==> src/rtl/plane_read_pkg.sv <==
package plane_read_pkg;
  localparam int NPLANES = 4;
  localparam int PW = 8;
  localparam int WW = NPLANES * PW;

  typedef enum logic {RM_PLANE = 1'b0, RM_COMPARE = 1'b1} rd_mode_e;

  function automatic logic [PW-1:0] plane_byte(input logic [WW-1:0] w, input logic [1:0] sel);
    return w[sel*PW +: PW];
  endfunction
endpackage

==> src/rtl/plane_select.sv <==
module plane_select
  import plane_read_pkg::*;
(
  input  logic [WW-1:0] word_i,
  input  logic [1:0]    sel_i,
  output logic [PW-1:0] byte_o
);
  assign byte_o = plane_byte(word_i, sel_i);
endmodule

==> src/rtl/color_match.sv <==
module color_match
  import plane_read_pkg::*;
(
  input  logic [WW-1:0]      word_i,
  input  logic [NPLANES-1:0] ref_i,
  input  logic [NPLANES-1:0] mask_i,
  output logic [PW-1:0]      hit_o
);
  for (genvar i = 0; i < PW; i++) begin : g_pix
    logic [NPLANES-1:0] diff;
    for (genvar p = 0; p < NPLANES; p++) begin : g_pl
      assign diff[p] = (word_i[p*PW+i] ^ ref_i[p]) & mask_i[p];
    end
    assign hit_o[i] = ~|diff;
  end
endmodule

==> src/rtl/plane_read_path.sv <==
module plane_read_path
  import plane_read_pkg::*;
(
  input  logic        clk,
  input  logic        rst_n,
  input  logic        rd_stb,
  input  logic [31:0] mem_word,
  input  logic        rd_mode,
  input  logic [1:0]  plane_sel,
  input  logic [3:0]  ref_color,
  input  logic [3:0]  plane_mask,
  output logic [7:0]  host_byte,
  output logic [31:0] latch_q
);
  logic [PW-1:0] sel_byte, cmp_byte, next_byte;

  plane_select u_sel (.word_i(mem_word), .sel_i(plane_sel), .byte_o(sel_byte));
  color_match  u_cmp (.word_i(mem_word), .ref_i(ref_color), .mask_i(plane_mask), .hit_o(cmp_byte));

  assign next_byte = (rd_mode_e'(rd_mode) == RM_COMPARE) ? cmp_byte : sel_byte;

  always_ff @(posedge clk) begin
    if (!rst_n) begin
      latch_q   <= '0;
      host_byte <= '0;
    end else if (rd_stb) begin
      latch_q   <= mem_word;
      host_byte <= next_byte;
    end
  end

  p_latch_load_r2: assert property (@(posedge clk) disable iff (!rst_n)
    rd_stb |=> latch_q == $past(mem_word));
  p_latch_hold_r3: assert property (@(posedge clk) disable iff (!rst_n)
    !rd_stb |=> $stable(latch_q));
  p_byte_hold_r8: assert property (@(posedge clk) disable iff (!rst_n)
    !rd_stb |=> $stable(host_byte));
  p_plane_mode_r4: assert property (@(posedge clk) disable iff (!rst_n)
    (rd_stb && !rd_mode) |=> host_byte == plane_byte(latch_q, $past(plane_sel)));
  p_empty_mask_r7: assert property (@(posedge clk) disable iff (!rst_n)
    (rd_stb && rd_mode && plane_mask == 4'h0) |=> host_byte == 8'hFF);
endmodule

==> config.mk <==
export PLATFORM = sky130hd
export DESIGN_NAME = plane_read_path
export DESIGN_NICKNAME = d
export VERILOG_FILES = /design/src/rtl/plane_read_pkg.sv /design/src/rtl/plane_select.sv /design/src/rtl/color_match.sv /design/src/rtl/plane_read_path.sv
export SDC_FILE = /design/constraint.sdc
export NUM_CORES = 1
export LEC_CHECK = 0
export CAP_MARGIN = 20
export CORE_ASPECT_RATIO = 1.75
export CORE_MARGIN = 2
export CORE_UTILIZATION = 60
export CTS_CLUSTER_DIAMETER = 120
export DETAILED_ROUTE_END_ITERATION = 8
export DONT_BUFFER_PORTS = 1
export PLACE_DENSITY = 0.76
export SETUP_SLACK_MARGIN = 0.05
export SLEW_MARGIN = 20
export SYNTH_ARGS = -nofsm -noshare
export SYNTH_HDL_FRONTEND = slang
export SYNTH_SLANG_ARGS = --single-unit
==> constraint.sdc <==
create_clock -name clk -period 1.67 [get_ports clk]
set_clock_uncertainty 0.1 [all_clocks]
set_input_delay 0.0835 -clock clk [delete_from_list [all_inputs] [get_ports clk]]
set_output_delay 0.0835 -clock clk [all_outputs]
set_load 0.02 [all_outputs]
# Yosys cells after proc, flatten, opt, wreduce, memory -nomap -nowiden
# Index checks and enable logic that the tools add are counted.
[classes]
n_bitwise = 64
add_sub_neg = 0
n_eq_ne = 0
multipliers = 0
n_shift = 1
n_mux = 1
div_mod_pow = 0
reduce_logical = 16
n_lt_le_gt_ge = 0
[ops]
columns = ["cell", "count"]
rows = [
  ["1-bit bitwise AND", 32],
  ["4-bit OR reduction", 8],
  ["32-bit by 6-bit variable part select with 8-bit output", 1],
  ["1-bit XOR", 32],
  ["1-bit logical NOT", 8],
  ["8-bit two-way mux", 1],
]
[word_totals]
latch_bits = 0
in_bits = 46
out_inout_bits = 40
ramBits = 0
mem_bits_ro = 0
memories = 0
ff_bits = 40
word_cells = 84

# Logic depth before layout (Yosys ltp)
[logic_depth]
depth_word = 5
mapped_depth = 5
mapped_depth_nobuf = 3

# By module
# Synthesis repeated with hierarchy kept, for this count alone.
[unflattened]
hier_cells = 204
hier_area_um2 = 2252.2
[by_module_without_submodules]
columns = ["mod", "cells_each", "seq_area_each_um2", "instances", "area_each_um2"]
rows = [
  ["plane_read_path", 138, 800.8, 1, 1541.5],
  ["color_match", 56, 0.0, 1, 514.2],
  ["plane_select", 10, 0.0, 1, 196.4],
]

# Least setup slack after synthesis
# Ideal clock, no wire load.
[synth_path]
path_type = "input-to-reg"
startpoint = "input port plane_sel[0]"
endpoint = "register host_byte[0]"
slack_ps = 403
required_time_ps = 1456
n_path_buf = 1
setup_time_ps = 114
path_stages = 4
arrival_time_ps = 1053
cell_sequence = "buf_6 > mux4_2 > a32o_1 > a21o_1"
[synth_via]
elab_chain_len = 2
[synth_rtl]
columns = ["element", "line", "source"]
rows = [
  ["start: declaration", "plane_read_path.sv:9", "input logic [1:0] plane_sel,"],
  ["32-bit by 6-bit variable part select with 8-bit output", "plane_read_pkg.sv:9", "return w[sel*PW +: PW];"],
  ["8-bit two-way mux", "plane_read_path.sv:20", "assign next_byte = (rd_mode_e'(rd_mode) == RM_COMPARE) ? cmp_byte : sel_byte;"],
  ["end signal: assignment", "plane_read_path.sv:28", "host_byte <= next_byte;"],
  ["end: declaration", "plane_read_path.sv:12", "output logic [7:0] host_byte,"],
]
# No other way between the ends.
# A chain may end at the register's enable or synchronous reset.

==> run_results.csv <==
group,metric,value,unit
detailed_routing,drc,0,
yosys,synth_cell_types,16,
detailed_routing,wl_per_cell,24.26,microns
sta,rsz0062_at_grt,"no",
cells_and_area,drive_above_1_share,6.641,%
placed_design,io_buffer_count,0,
yosys,yosys.area.top_type,"dfxtp_1",
global_routing,grt_pass1_vias,2163,
cts,clk_latency,0.29,ns
cts,h-tree-depth,2,
detailed_routing,dr.pass1.iters,7,
cts,cts_resized,0,
status,status,"completed",
sta,tightestPinTransition,0.5781,ns
yosys,syn-cell-area,0.002150,sq mm
sta,setup_viol,0,
placed_design,finalWeightedCongestion,0.8224,
floorplan,die_area,0.004096,sq mm
yosys,synth_top_flop_cell,"dfxtp_1",
cts,cts_buffer_depth,2,
worst_setup_path,cp_max_fo,2,
sta,min_period_over_period,90.65,%
power,ir_drop,0.7403,mV
detailed_routing,dr.max_layer_used,"met4",
detailed_routing,wl_met1,2.331,mm
hold_path,hp-class,"in2reg",
cts,cts_root_buf,"clkbuf_8",
sta,tns,0,ns
detailed_routing,met3WireLength,771,microns
yosys,synth-seq-area-share,37.25,%
detailed_routing,ant_nets,0,
yosys,ys_ff_latch,40,
placed_design,dp.final_hpwl,3.940,mm
floorplan,die_y,83.18,microns
yosys,synth_most_common_cell,"dfxtp_1",
yosys,yosysWarnings,0,
yosys,synth_top_area_share,37.25,%
yosys,synth_cells,198,
worst_setup_path,worstPathCellList,"mux2i_1 -> dlygate4sd3_1 -> nor2b_1",
detailed_routing,drtIter0Drc,118,
worst_setup_path,cpPeakStageDelay,0.59,ns
floorplan,initial_utilization,63.25,%
global_routing,grt-ovfl-total,0,
global_routing,antenna_found_initial,0,
global_routing,grt_use_total,37.56,%
floorplan,die_w,49.25,microns
sta,hold_violations,0,
yosys,ys_async_sr_fraction,0,%
yosys,synth_edf_count,0,
detailed_routing,drt-total-wl,7.302,mm
floorplan,boundaryPins,86,
worst_setup_path,start_kind,"flop",
yosys,synthTopCellsByArea,"dfxtp_1, mux2i_1, xor2_1",
cells_and_area,fillerInstances,171,
floorplan,num_rows,28,
worst_setup_path,cp_num_buf_inv,1,
cells_and_area,final_core_util,85.71,%
sta,fmax,0.6606,GHz
power,power_leakage,1.221,nW
worst_setup_path,critPathCaptureType,"flop",
sta,min_period,1.514,ns
cts,clkTransAtPathRegs,0.08,ns
sta,slew_headroom,61.46,%
worst_setup_path,crit_family,"buffers and inverters",
cts,cts_tree,"yes",
cts,cts_made_buffers,5,
yosys,syn-num-nets,244,
yosys,postSynthAreaPerCell,10.86,sq um
detailed_routing,vias,1958,
worst_setup_path,cp.required,1.79,ns
cells_and_area,antenna_cells,0,
yosys,synth_common_cells,"dfxtp_1, mux2i_1, nor2b_1, xor2_1, buf_2",
global_routing,grt_start_max_net_pins,41,
sta,slew_viol_final,0,
floorplan,core,0.003398,sq mm
power,p_per_area,818.1,mW/mm^2
worst_setup_path,slowest_stage,"dlygate4sd3_1",
cells_and_area,nets,301,
detailed_routing,met2_length,3.789,mm
detailed_routing,vias_per_cell,6.505,
worst_setup_path,path_class,"reg2reg",
global_routing,grt_pass1_wl,11.56,mm
flow_run,maxCapViolations,0,
cells_and_area,area_growth,35.51,%
cts,cts_sinks,40,
worst_setup_path,cp.arrival,1.63,ns
cell families (layout without fill, tap and decap cells):
group	Yosys count	count (layout)	share of synthesized area, %
flip-flops	40	40	37.25
buffers and inverters	20	78	4.365
AO/OA/AOI/OAI	32	32	12.11
AND/OR/NAND/NOR	34	34	9.953
multiplexers	40	40	23.28
XOR/XNOR	32	32	13.04
cell type report:
cell class | count | area, sq um | area share [%]
Timing Repair Buffer | 69 | 685.7 | 23.54
Sequential cell | 40 | 800.8 | 27.49
Multi-Input combinational cell | 138 | 1255 | 43.08
Inverter | 1 | 3.754 | 0.1289
Clock buffer | 5 | 68.82 | 2.363
Clock inverter | 3 | 42.54 | 1.460
Tap cell | 45 | 56.30 | 1.933
registers in the layout (all words and copies together) (netlist names):
| register | count |
|---|---|
| host_byte | 8 |
| latch_q | 32 |
per-layer routing:
layer  GRT usage, %  vias to the layer above
met4          21.56                        0
met3          15.11                       39
met2          64.99                      152
met5              0                        -
li1               -                      825
met1          36.41                      942
stage by stage:
step                instance area [sq um]  hold WS [ns]  power [mW]  cells  setup WS [ns]
floorplan                            2150        0.1530       1.413    198         0.4032
global placement                     2116        0.1163       1.376    224         0.5394
global route                         2913       0.04276       2.463    301         0.1067
finish                               2913       0.01522       2.383    301         0.1561
detailed placement                   2116        0.1221       1.395    224         0.4890
CTS                                  2918      0.008893       2.347    301        0.05066
path summary, 6_finish.rpt:
kind / depth (start not counted) / slack, ns / startpoint / to
worst max-delay path: 3 / 0.16 / latch_q[27] / latch_q[27]
worst min-delay path: 3 / 0.02 / ref_color[0] / host_byte[0]
worst max register to register: 3 / 0.16 / latch_q[27] / latch_q[27]
worst min register to register: 2 / 0.66 / host_byte[5] / host_byte[5]
timing repair:
| item | CTS | global route |
|---|---|---|
| hold buffers | 69 | 0 |
| buffers inserted | 0 | 0 |
| endpoints found under the hold margin | 40 | 0 |
worst reg2reg max path: cells and delay by family, from the launching register on:
kind	cells	cell delay [ns]
buf+inv	1	0.59
flops	1	0.48
mux	1	0.14
simple gates	1	0.14
layout by cell type (no fill, tap or decap):
| cell type | Yosys | routed |
|---|---|---|
| a32o_1 | 8 | 8 |
| a21oi_1 | 8 | 8 |
| a21o_1 | 8 | 8 |
| dfxtp_1 | 40 | 40 |
| clkinv_2 | 0 | 1 |
| xor2_1 | 32 | 32 |
| mux4_2 | 8 | 8 |
| nand3_1 | 1 | 1 |
| bufinv_16 | 0 | 1 |
| dlygate4sd3_1 | 0 | 68 |
| clkbuf_8 | 0 | 5 |
| and3b_1 | 1 | 1 |
| nor2b_1 | 32 | 32 |
| inv_1 | 1 | 1 |
| a222oi_1 | 8 | 8 |
| mux2i_1 | 32 | 32 |
| buf_2 | 9 | 1 |
| clkinvlp_4 | 0 | 1 |
power by group:
part           switching, mW  leakage, nW  internal, mW  total [mW]
logic                  0.161        0.837         0.289       0.450
clock network          0.352       0.0541         0.442       0.795
registers              0.122        0.330          1.02        1.14
(Power assumes the default switching activity.)
